**config.mk**
```make
export PLATFORM = sky130hd
export DESIGN_NAME = energy_pulse_gen
export DESIGN_NICKNAME = d
export VERILOG_FILES = /design/src/rtl/epg_pkg.sv /design/src/rtl/epg_settle_timer.sv /design/src/rtl/epg_accum.sv /design/src/rtl/epg_shaper.sv /design/src/rtl/energy_pulse_gen.sv
export SDC_FILE = /design/constraint.sdc
export NUM_CORES = 1
export LEC_CHECK = 0
export ABC_AREA = 1
export BUFFER_PORTS_ARGS = -buffer_cell sky130_fd_sc_hd__buf_2
export CORE_MARGIN = 5
export CORE_UTILIZATION = 45
export DETAILED_ROUTE_END_ITERATION = 10
export GPL_TIMING_DRIVEN = 0
export PLACE_DENSITY_LB_ADDON = 0.05
export RECOVER_POWER = 100
export SETUP_SLACK_MARGIN = 0.2
export SLEW_MARGIN = 10
export SYNTH_ARGS = -nofsm -noshare
export SYNTH_HDL_FRONTEND = slang
export SYNTH_HIERARCHICAL = 1
export SYNTH_SLANG_ARGS = --single-unit
export TNS_END_PERCENT = 20
```
**constraint.sdc**
```tcl
create_clock -name clk -period 9.7 [get_ports clk]
set_input_delay 2.91 -clock clk [delete_from_list [all_inputs] [get_ports clk]]
set_output_delay 2.91 -clock clk [all_outputs]
set_load 0.01 [all_outputs]
```
**src/rtl/epg_pkg.sv**
```systemverilog
package epg_pkg;

  typedef enum logic [1:0] {
    SETTLE_SHORT = 2'd0,
    SETTLE_MID   = 2'd1,
    SETTLE_LONG  = 2'd2,
    SETTLE_NONE  = 2'd3
  } settle_code_e;

  typedef enum logic {
    PH_HIGH = 1'b0,
    PH_LOW  = 1'b1
  } pulse_phase_e;

endpackage

```
**src/rtl/epg_settle_timer.sv**
```systemverilog
module epg_settle_timer
  import epg_pkg::*;
#(
  parameter int LIM_SHORT = 64,
  parameter int LIM_MID   = 128,
  parameter int LIM_LONG  = 256,
  localparam int CNT_W    = $clog2(LIM_LONG + 1)
) (
  input  logic       clk,
  input  logic       rst_ni,
  input  logic       en_i,
  input  logic       tick_i,
  input  logic [1:0] sel_i,
  output logic       done_o
);

  logic [CNT_W-1:0] cnt_q, cnt_d, limit;
  logic             done_q, done_d;

  always_comb begin
    case (settle_code_e'(sel_i))
      SETTLE_SHORT: limit = CNT_W'(LIM_SHORT);
      SETTLE_MID:   limit = CNT_W'(LIM_MID);
      SETTLE_LONG:  limit = CNT_W'(LIM_LONG);
      default:      limit = '0;
    endcase
  end

  always_comb begin
    cnt_d  = cnt_q;
    done_d = done_q;
    if (!en_i) begin
      cnt_d  = '0;
      done_d = 1'b0;
    end else if (!done_q) begin
      if (cnt_q >= limit) begin
        done_d = 1'b1;
      end else if (tick_i) begin
        cnt_d = cnt_q + 1'b1;
      end
    end
  end

  always_ff @(posedge clk or negedge rst_ni) begin
    if (!rst_ni) begin
      cnt_q  <= '0;
      done_q <= 1'b0;
    end else begin
      cnt_q  <= cnt_d;
      done_q <= done_d;
    end
  end

  assign done_o = done_q;

  a_r11_drop_when_disabled: assert property (@(posedge clk) disable iff (!rst_ni)
    !en_i |=> !done_q);

  a_r8_done_holds: assert property (@(posedge clk) disable iff (!rst_ni)
    (en_i && done_q) |=> done_q);

endmodule

```
**src/rtl/epg_accum.sv**
```systemverilog
module epg_accum #(
  parameter int INC_W = 24,
  parameter int DEN_W = 24,
  parameter int ACC_W = 32
) (
  input  logic             clk,
  input  logic             rst_ni,
  input  logic             clr_i,
  input  logic             run_i,
  input  logic             valid_i,
  input  logic [INC_W-1:0] inc_i,
  input  logic [DEN_W-1:0] den_i,
  output logic             req_o
);

  logic signed [ACC_W-1:0] acc_q, acc_d;
  logic signed [ACC_W-1:0] inc_ext, den_ext, sum;
  logic                    req_q, req_d;
  logic                    upd_en;

  assign inc_ext = {{(ACC_W-INC_W){inc_i[INC_W-1]}}, inc_i};
  assign den_ext = {{(ACC_W-DEN_W){1'b0}}, den_i};
  assign sum     = acc_q + inc_ext;
  assign upd_en  = run_i && valid_i;

  always_comb begin
    acc_d = acc_q;
    req_d = 1'b0;
    if (clr_i) begin
      acc_d = '0;
    end else if (upd_en) begin
      if ((den_i != '0) && (sum >= den_ext)) begin
        acc_d = sum - den_ext;
        req_d = 1'b1;
      end else begin
        acc_d = sum;
      end
    end
  end

  always_ff @(posedge clk or negedge rst_ni) begin
    if (!rst_ni) begin
      acc_q <= '0;
      req_q <= 1'b0;
    end else begin
      acc_q <= acc_d;
      req_q <= req_d;
    end
  end

  assign req_o = req_q;

  a_r11_frozen_when_idle: assert property (@(posedge clk) disable iff (!rst_ni)
    (!run_i && !clr_i) |=> $stable(acc_q));

  a_r9_clear_empties: assert property (@(posedge clk) disable iff (!rst_ni)
    clr_i |=> (acc_q == '0));

  a_r2_req_needs_run: assert property (@(posedge clk) disable iff (!rst_ni)
    req_q |-> $past(run_i));

endmodule

```
**src/rtl/epg_shaper.sv**
```systemverilog
module epg_shaper
  import epg_pkg::*;
#(
  parameter int LT_W     = 19,
  parameter int PEND_W   = 4,
  parameter int FIX_LOW  = 80,
  parameter int SLOW_PER = 160,
  localparam int PER_W   = $clog2(SLOW_PER + 1)
) (
  input  logic            clk,
  input  logic            rst_ni,
  input  logic            clr_i,
  input  logic            tick_i,
  input  logic            req_i,
  input  logic            prog_mode_i,
  input  logic [LT_W-1:0] low_ticks_i,
  output logic            pulse_n_o
);

  localparam logic [PER_W-1:0]  PER_MAX  = PER_W'(SLOW_PER);
  localparam logic [PEND_W-1:0] PEND_MAX = '1;

  pulse_phase_e      phase_q, phase_d;
  logic [LT_W-1:0]   low_cnt_q, low_cnt_d, tgt_q, tgt_d, tgt_sel, half_per;
  logic [PEND_W-1:0] pend_q, pend_d;
  logic [PER_W-1:0]  per_cnt_q, per_cnt_d, per_q, per_d;
  logic              issue, pend_add;

  assign half_per = LT_W'(per_q >> 1);

  always_comb begin
    if (prog_mode_i) begin
      tgt_sel = (low_ticks_i == '0) ? LT_W'(1) : low_ticks_i;
    end else if (per_q >= PER_MAX) begin
      tgt_sel = LT_W'(FIX_LOW);
    end else begin
      tgt_sel = (half_per == '0) ? LT_W'(1) : half_per;
    end
  end

  assign issue    = (phase_q == PH_HIGH) && (pend_q != '0);
  assign pend_add = req_i && (pend_q != PEND_MAX);

  always_comb begin
    phase_d   = phase_q;
    low_cnt_d = low_cnt_q;
    tgt_d     = tgt_q;
    pend_d    = pend_q;
    per_cnt_d = per_cnt_q;
    per_d     = per_q;
    if (clr_i) begin
      phase_d   = PH_HIGH;
      low_cnt_d = '0;
      pend_d    = '0;
      per_cnt_d = PER_MAX;
      per_d     = PER_MAX;
    end else begin
      if (req_i) begin
        per_d     = per_cnt_q;
        per_cnt_d = '0;
      end else if (tick_i && (per_cnt_q < PER_MAX)) begin
        per_cnt_d = per_cnt_q + 1'b1;
      end
      if (pend_add && !issue) begin
        pend_d = pend_q + 1'b1;
      end else if (!pend_add && issue) begin
        pend_d = pend_q - 1'b1;
      end
      if (issue) begin
        phase_d   = PH_LOW;
        low_cnt_d = '0;
        tgt_d     = tgt_sel;
      end else if ((phase_q == PH_LOW) && tick_i) begin
        if (LT_W'(low_cnt_q + 1'b1) >= tgt_q) begin
          phase_d = PH_HIGH;
        end else begin
          low_cnt_d = low_cnt_q + 1'b1;
        end
      end
    end
  end

  always_ff @(posedge clk or negedge rst_ni) begin
    if (!rst_ni) begin
      phase_q   <= PH_HIGH;
      low_cnt_q <= '0;
      tgt_q     <= '0;
      pend_q    <= '0;
      per_cnt_q <= PER_MAX;
      per_q     <= PER_MAX;
    end else begin
      phase_q   <= phase_d;
      low_cnt_q <= low_cnt_d;
      tgt_q     <= tgt_d;
      pend_q    <= pend_d;
      per_cnt_q <= per_cnt_d;
      per_q     <= per_d;
    end
  end

  assign pulse_n_o = (phase_q != PH_LOW);

  a_r4_low_ends_on_tick: assert property (@(posedge clk) disable iff (!rst_ni)
    ($rose(pulse_n_o) && !$past(clr_i)) |-> $past(tick_i));

  a_r9_clear_forces_high: assert property (@(posedge clk) disable iff (!rst_ni)
    clr_i |=> pulse_n_o);

  a_r7_low_needs_request: assert property (@(posedge clk) disable iff (!rst_ni)
    $fell(pulse_n_o) |-> $past(pend_q != '0));

endmodule

```
**src/rtl/energy_pulse_gen.sv**
```systemverilog
module energy_pulse_gen #(
  parameter int NUM_OUT   = 2,
  parameter int INC_W     = 24,
  parameter int DEN_W     = 24,
  parameter int ACC_W     = 32,
  parameter int LT_W      = 19,
  parameter int PEND_W    = 4,
  parameter int FIX_LOW   = 80,
  parameter int SLOW_PER  = 160,
  parameter int LIM_SHORT = 64,
  parameter int LIM_MID   = 128,
  parameter int LIM_LONG  = 256
) (
  input  logic                     clk,
  input  logic                     rst_n,
  input  logic                     tick_ms,
  input  logic                     enable,
  input  logic [1:0]               settle_sel,
  input  logic                     clear_req,
  input  logic [DEN_W-1:0]         den,
  input  logic [NUM_OUT-1:0]       width_mode,
  input  logic [LT_W-1:0]          low_ticks,
  input  logic [NUM_OUT-1:0]       inc_valid,
  input  logic [NUM_OUT*INC_W-1:0] inc_data,
  output logic [NUM_OUT-1:0]       pulse_n
);

  logic rst_meta_q, rst_sync_q;
  logic clr_q;
  logic settled;
  logic [NUM_OUT-1:0] req;

  always_ff @(posedge clk or negedge rst_n) begin
    if (!rst_n) begin
      rst_meta_q <= 1'b0;
      rst_sync_q <= 1'b0;
    end else begin
      rst_meta_q <= 1'b1;
      rst_sync_q <= rst_meta_q;
    end
  end

  always_ff @(posedge clk or negedge rst_sync_q) begin
    if (!rst_sync_q) begin
      clr_q <= 1'b0;
    end else begin
      clr_q <= clear_req && !clr_q;
    end
  end

  a_r9_clear_one_cycle: assert property (@(posedge clk) disable iff (!rst_sync_q)
    clr_q |=> !clr_q);

  epg_settle_timer #(
    .LIM_SHORT(LIM_SHORT),
    .LIM_MID  (LIM_MID),
    .LIM_LONG (LIM_LONG)
  ) u_settle (
    .clk   (clk),
    .rst_ni(rst_sync_q),
    .en_i  (enable),
    .tick_i(tick_ms),
    .sel_i (settle_sel),
    .done_o(settled)
  );

  for (genvar ch = 0; ch < NUM_OUT; ch++) begin : g_chan
    epg_accum #(
      .INC_W(INC_W),
      .DEN_W(DEN_W),
      .ACC_W(ACC_W)
    ) u_accum (
      .clk    (clk),
      .rst_ni (rst_sync_q),
      .clr_i  (clr_q),
      .run_i  (settled && enable),
      .valid_i(inc_valid[ch]),
      .inc_i  (inc_data[ch*INC_W +: INC_W]),
      .den_i  (den),
      .req_o  (req[ch])
    );

    epg_shaper #(
      .LT_W    (LT_W),
      .PEND_W  (PEND_W),
      .FIX_LOW (FIX_LOW),
      .SLOW_PER(SLOW_PER)
    ) u_shaper (
      .clk        (clk),
      .rst_ni     (rst_sync_q),
      .clr_i      (clr_q),
      .tick_i     (tick_ms),
      .req_i      (req[ch]),
      .prog_mode_i(width_mode[ch]),
      .low_ticks_i(low_ticks),
      .pulse_n_o  (pulse_n[ch])
    );
  end

endmodule

```
==> metrics.yaml, run 1 <==
yosys:
  postSynthAreaPerCell_um2: 6.36
  yosysWarnings: 6
  syn-cell-area_um2: 19900
  synthCells: 3135
  synth_seq_cells: 195
  ys_seq_area_share_pct: 24.5
  synth.distinct_cells: 59
  syn-num-nets: 3404
power_and_ir_drop:
  seqPwrFrac_pct: 25.5
  p_int_mw: 2.14
  p_switching_mw: 2.03
  irDropWorstVdd_mv: 0.117
  pwr_density_cell_nw_per_um2: 194
  clkPwrFrac_pct: 16.7
  switching_share_pct: 48.7
  leakagePower_nw: 12.0
  combPwrFrac_pct: 57.8
clocking:
  postCtsHoldBufs: 0
  cts_made_buffers: 17
  clk_path_buf_depth: 2
  cts_resized: 0
  cts_root_buf: "clkbuf_16"
  cts.sinks: 195
  htree_levels: 4
  clk_latency_ns: 0.49
  clk_pin_slew_worst_paths_ns: 0.07
  cts_tree: "built"
  cts_setup_buffers: 0
setup_path:
  crit_required_ns: 10.07
  reg2reg_from: "rst_sync_q"
  cp-end-kind: "flip-flop"
  crit_type: "primary input to flip-flop"
  path_max_fanout: 10
  start_kind: "primary input"
  cp_data_arrival_time_ns: 8.19
  reg2regPathDepth: 2
  crit_family: "simple AND/OR/NAND/NOR gates"
  crit_buf_inv: 5
  r2r_end: "g_chan[0].u_shaper/low_cnt_q[16]"
  slowest_stage: "clkbuf_1"
  crit_top_cell: "nand2_1"
  max_stage_delay_ns: 0.51
  r2r_slack_ns: 3.82
grt:
  grtUsageTotal_pct: 23.9
  grt_max_degree: 57
  grt_pass1_vias: 18800
  gr-total-overflow: 0
  grt_antenna_before_repair: 3
  grt_pass1_wl_mm: 92.6
sta:
  slew-limit-headroom_pct: -101
  hold_violations: 0
  rsz0062_at_grt: "false"
  min_period_ns: 7.82
  holdWs_ns: 0.355
  worst_pin_slew_ns: 3.02
  drv_slew: 200
  finalSetupTns_ns: 0
  fmax_ghz: 0.128
  clock_skew_ns: 0.0146
  setup_viol: 0
  period_share_pct: 80.6
finish:
  num-nets-final: 3528
  drive_above_1_share_pct: 9.69
  syn2layout_area_growth_pct: 8.17
worst_hold_path:
  hold_path.class: "flip-flop to flip-flop"
  worst_hold_path.endpoint: "rst_sync_q"
  hold_start: "rst_meta_q"
  holdPathStages: 0
routing:
  vias: 19400
  avgViaCountPerCell: 5.03
  first_pass_iters: 5
  drt_iter0_drc: 1144
  routed_wl_mm: 57.5
  wl_per_cell_um: 14.9
  drc: 0
  ant_nets: 0
place:
  port_buffers: 102
  gp_congestion: 0.918
  hpwl_mm: 48.3
floorplanning:
  io-pin-count: 104
  rows: 77
  die_width_um: 221
  core_area_um2: 44000
  initial_utilization_pct: 45.3
  dieArea_um2: 48600
  die_h_um: 221
run_status:
  violations: "capacitance limit, slew limit"
  status: "finished with violations"
flow_run:
  maxCapViolCount: 4
==> power by group through the flow <==
stage / sequential (mW) / combinational [mW] / clock [mW]
2_1_floorplan: 1.06 / 1.86 / 0
3_3_place_gp: 1.09 / 2.40 / 0
3_5_place_dp: 1.08 / 2.45 / 0
4_1_cts: 1.07 / 2.47 / 0.723
5_1_grt: 1.09 / 2.76 / 0.754
6_report: 1.07 / 2.41 / 0.698
==> cells in the mapped netlist, drive strengths merged <==
| master | instances | area [µm²] |
|---|---|---|
| o21ai | 156 | 788 |
| o211ai | 3 | 22.5 |
| a21oi | 132 | 702 |
| o21bai | 15 | 113 |
| and3 | 4 | 25.0 |
| a22oi | 4 | 30.0 |
| clkbuf | 14 | 52.6 |
| inv | 532 | 2000 |
| a31oi | 6 | 37.5 |
| a21boi | 2 | 15.0 |
| nand2 | 1048 | 4110 |
| ha | 161 | 2010 |
| or2 | 5 | 31.3 |
| xor2 | 76 | 681 |
| o31ai | 1 | 7.51 |
| a22o | 2 | 17.5 |
| fa | 6 | 120 |
| dfstp | 8 | 210 |
| and2 | 8 | 52.6 |
| o221ai | 1 | 8.76 |
| buf | 37 | 297 |
| a31o | 12 | 105 |
| a21o | 3 | 22.5 |
| xnor2 | 33 | 297 |
| nor3b | 3 | 22.5 |
| nor3 | 30 | 160 |
| nor4 | 8 | 50.1 |
| a211oi | 4 | 30.0 |
| a2bb2oi | 2 | 17.5 |
| o21a | 2 | 16.3 |
| nand3 | 248 | 1350 |
| clkinv | 2 | 7.51 |
| nand4 | 72 | 480 |
| nor2 | 294 | 1290 |
| conb | 1 | 3.75 |
| nand3b | 5 | 37.5 |
| dfrtp | 187 | 4680 |
| o22ai | 8 | 50.1 |
==> cells in the final DEF, fill, tap and decap left out, types with 17 or more instances in the layout <==
master	netlist	final
inv_1	498	500
nand2_1	988	999
nor2_1	252	254
nand2_2	55	49
inv_2	34	32
ha_1	161	161
buf_2	15	104
clkbuf_1	14	42
xnor2_1	32	32
dfrtp_1	187	187
o21ai_1	59	33
xor2_1	74	74
nor3_1	28	28
a21oi_1	127	129
clkbuf_16	0	17
nor2_2	29	27
nand3_1	230	231
nand4_1	70	72
o21ai_0	95	122
==> logic make-up after synthesis <==
group / Yosys count / synth area share [%]
XOR/XNOR: 109 / 4.90
other: 1 / 0.0188
flip-flops: 195 / 24.5
AO/OA/AOI/OAI: 353 / 9.94
buffers and inverters: 585 / 11.8
AND/OR/NAND/NOR: 1725 / 38.1
adder cells (fa/ha/maj): 167 / 10.7
==> flip-flops by register name, summed over array words and instances (netlist names), 2 cells and up <==
| name | cells |
|---|---|
| g_chan.u_accum/acc_q | 64 |
| u_settle/cnt_q | 9 |
| g_chan.u_accum/req_o | 2 |
| g_chan.u_shaper/phase_q | 2 |
| g_chan.u_shaper/per_cnt_q | 16 |
| g_chan.u_shaper/tgt_q | 38 |
| g_chan.u_shaper/low_cnt_q | 38 |
| g_chan.u_shaper/pend_q | 8 |
| g_chan.u_shaper/per_q | 14 |
==> how the worst max path moves through the flow <==
stage / end / from / cells past startpoint
after floorplan: g_chan[0].u_accum/acc_q[28] / inc_data[0] / 26
after global placement: g_chan[1].u_accum/acc_q[30] / rst_sync_q / 0
after detailed placement: g_chan[1].u_accum/acc_q[2] / inc_data[24] / 24
after CTS: g_chan[1].u_accum/acc_q[27] / inc_data[24] / 24
after global routing: g_chan[0].u_accum/acc_q[20] / inc_data[0] / 25
final: g_chan[0].u_accum/acc_q[20] / inc_data[0] / 25
==> cell type report <==
class / instances / area (µm²)
Buffer: 51 / 287
Clock buffer: 22 / 454
Multi-Input combinational cell: 2355 / 12600
Sequential cell: 195 / 4890
Fill cell: 4756 / 22500
Inverter: 534 / 2000
Clock inverter: 10 / 103
Tap cell: 592 / 741
Timing Repair Buffer: 105 / 512
Antenna cell: 1 / 2.50
==> per-layer routing <==
| metal | track usage [%] | wire [µm] | part of all wire, % | vias to the layer above |
|---|---|---|---|---|
| li1 | - | - | - | 10200 |
| met1 | 30.9 | 26400 | 46 | 8861 |
| met2 | 42.0 | 27800 | 48 | 314 |
| met3 | 3.71 | 2150 | 3.7 | 67 |
| met4 | 6.28 | 1160 | 2.0 | 0 |
| met5 | 0 | 0 | 0 | - |
==> stage by stage <==
| stage | cells | worst slack, ns | area (µm²) | power, mW | util [%] |
|---|---|---|---|---|---|
| 5_1_grt | 3864 | 1.43 | 21600 | 4.60 | 49.0 |
| 6_report | 3865 | 1.88 | 21600 | 4.18 | 49.0 |
| 3_3_place_gp | 3829 | 1.33 | 21200 | 3.50 | 48.1 |
| 2_1_floorplan | 3135 | 3.58 | 19900 | 2.92 | - |
| 3_5_place_dp | 3832 | 2.38 | 21300 | 3.54 | 48.3 |
| 4_1_cts | 3864 | 2.87 | 21800 | 4.26 | 49.6 |
Note: power is estimated with default switching activity, not from simulation.
==> run 2, diff against run 1 <==
==> constraint.sdc (replaced) <==
create_clock -name clk -period 7.05 [get_ports clk]
set_input_delay 2.115 -clock clk [delete_from_list [all_inputs] [get_ports clk]]
set_output_delay 2.115 -clock clk [all_outputs]
set_load 0.01 [all_outputs]
==> metrics.yaml, run 2 (same netlist as run 1, synthesis figures left out) <==
grt:
  grt_most_used_layer: "met2"
  grt_max_degree: 57  # unchanged
  grt_pass1_vias: 18800  # unchanged
  gr-total-overflow: 0  # unchanged
  grt_pass1_wl_mm: 92.6  # unchanged
  grt_use_met3_pct: 3.71  # unchanged
  use_met2_pct: 42.0  # unchanged
  globalRouteMet1Util_pct: 30.9  # unchanged
  grtUsageTotal_pct: 23.9  # unchanged
  grt_antenna_before_repair: 3  # unchanged
setup_path:
  crit_top_cell: "nand2_1"
  max_stage_delay_ns: 0.52  # about the same
  crit_buf_inv: 4  # -1
  reg2reg_from: "g_chan[1].u_accum/acc_q[0]"
  crit_type: "primary input to flip-flop"
  worstSetupStartpoint: "inc_data[24]"
  cp_data_arrival_time_ns: 6.81  # -1.38 ns
  slowest_stage: "nor4_1"
  start_kind: "primary input"
  cp-end-kind: "flip-flop"
  crit_family: "simple AND/OR/NAND/NOR gates"
  crit_required_ns: 7.47  # -2.60 ns
  path_max_fanout: 10  # unchanged
routing:
  wl_per_cell_um: 14.9  # about the same
  ant_nets: 0  # unchanged
  routed_wl_mm: 57.5  # about the same
  drt_iter0_drc: 1145  # +0.087%
  vias: 19400  # -0.026%
  avgViaCountPerCell: 5.02  # about the same
  drc: 0  # unchanged
  first_pass_iters: 6  # +1
clocking:
  clk_pin_slew_worst_paths_ns: 0.07  # about the same
  clk_latency_ns: 0.49  # about the same
  cts_made_buffers: 17  # unchanged
  postCtsHoldBufs: 0  # unchanged
  htree_levels: 4  # unchanged
  cts_tree: "built"
  cts_root_buf: "clkbuf_16"
  cts_setup_buffers: 0  # unchanged
  cts_resized: 0  # unchanged
  clk_path_buf_depth: 2  # unchanged
  cts.sinks: 195  # unchanged
finish:
  largest_register_ffs: 64  # unchanged
  drive_above_1_share_pct: 9.57  # -0.12 points
  syn2layout_area_growth_pct: 8.06
  mostFrequentLayoutCell: "nand2_1"
  mostFrequentLayoutCells: "nand2_1 (1000), inv_1 (499), nor2_1 (259), nand3_1 (237), dfrtp_1 (187)"
  final_cell_count_no_fill: 3867  # +0.052%
  top_regs: "g_chan.u_accum/acc_q: 64 flops, g_chan.u_shaper/low_cnt_q: 38 flops, g_chan.u_shaper/tgt_q: 38 flops"
  regMostFlops: "g_chan.u_accum/acc_q"
  num-nets-final: 3528  # unchanged
sta:
  clock_skew_ns: 0.0121  # -0.00253 ns
  worst_pin_slew_ns: 3.03  # +0.00343 ns
  period_share_pct: 90.7
  finalSetupTns_ns: 0  # unchanged
  fmax_ghz: 0.156
  setup_viol: 0  # unchanged
  min_period_ns: 6.39
  drv_slew: 152  # -24%
  finalWorstSetupSlack_ns: 0.656  # -1.22 ns
  hold_violations: 0  # unchanged
  rsz0062_at_grt: "false"
  slew-limit-headroom_pct: -102  # -0.23 points
power_and_ir_drop:
  irDropWorstVdd_mv: 0.163  # +39%
  pwr_density_cell_nw_per_um2: 267  # +38%
  leakagePower_nw: 12.0  # -0.11%
floorplanning:
  dieArea_um2: 48600  # unchanged
  initial_utilization_pct: 45.3  # unchanged
  rows: 77  # unchanged
  die_h_um: 221  # unchanged
  die_width_um: 221  # unchanged
  core_area_um2: 44000  # unchanged
  io-pin-count: 104  # unchanged
place:
  placedCellCount: 3832  # unchanged
  hpwl_mm: 48.3  # unchanged
  gp_congestion: 0.918  # unchanged
  dp_slack_ns: 0.528  # -1.85 ns
  port_buffers: 102  # unchanged
run_status:
  status: "finished with violations"
  violations: "capacitance limit, slew limit"
flow_run:
  maxCapViolCount: 3  # -1
worst_hold_path:
  hold_path.class: "flip-flop to flip-flop"
  hold_start: "rst_meta_q"
## run 2: cell types whose count changed in the layout (fill, tap and decap cells not counted), sizes merged
cell    delta
buf        +6
clkbuf     -6
diode      +2
## run 2: final cells by class
type | instances | area, µm²
Timing Repair Buffer | 105 | 538
Inverter | 534 | 2000
Tap cell | 592 | 741
Buffer | 51 | 297
Antenna cell | 3 | 7.51
Sequential cell | 195 | 4890
Clock inverter | 10 | 103
Clock buffer | 22 | 454
Multi-Input combinational cell | 2355 | 12500
Fill cell | 4755 | 22500
## run 2: where the power goes
| part | internal, mW | total, mW | switching (mW) |
|---|---|---|---|
| registers | 1.33 | 1.47 | 0.137 |
| logic | 1.12 | 3.32 | 2.20 |
| clock network | 0.500 | 0.960 | 0.460 |
| total | 2.95 | 5.75 | 2.80 |
## run 2: path summary, 6_finish.rpt
check,to,slack (ns),cells after the start
setup / recovery,g_chan[1].u_accum/acc_q[27],0.66,25
hold / removal,rst_sync_q,0.35,0
setup reg to reg,g_chan[1].u_accum/acc_q[27],2.00,24
hold reg to reg,rst_sync_q,0.35,0
max in group asynchronous,g_chan[1].u_accum/acc_q[22],2.40,1
min in group asynchronous,g_chan[1].u_shaper/low_cnt_q[5],0.90,0
## run 2: through the flow
step / utilization (%) / hold WS [ns] / area (µm²) / total power, mW
floorplan: - / 0.331 / 19900 / 4.01
global placement: 48.1 / 0.336 / 21200 / 4.81
detailed placement: 48.3 / 0.340 / 21300 / 4.87
CTS: 49.6 / 0.358 / 21800 / 5.86
global route: 48.9 / 0.371 / 21500 / 6.32
finish: 49.0 / 0.355 / 21600 / 5.75
## run 2: per-layer routing
| metal | vias up | routed length, µm | share of wire (%) |
|---|---|---|---|
| met4 | 0 | 1170 | 2.0 |
| met3 | 69 | 2190 | 3.8 |
| met1 | 8867 | 26400 | 46 |
| li1 | 10200 | - | - |
| met5 | - | 0 | 0 |
| met2 | 299 | 27800 | 48 |
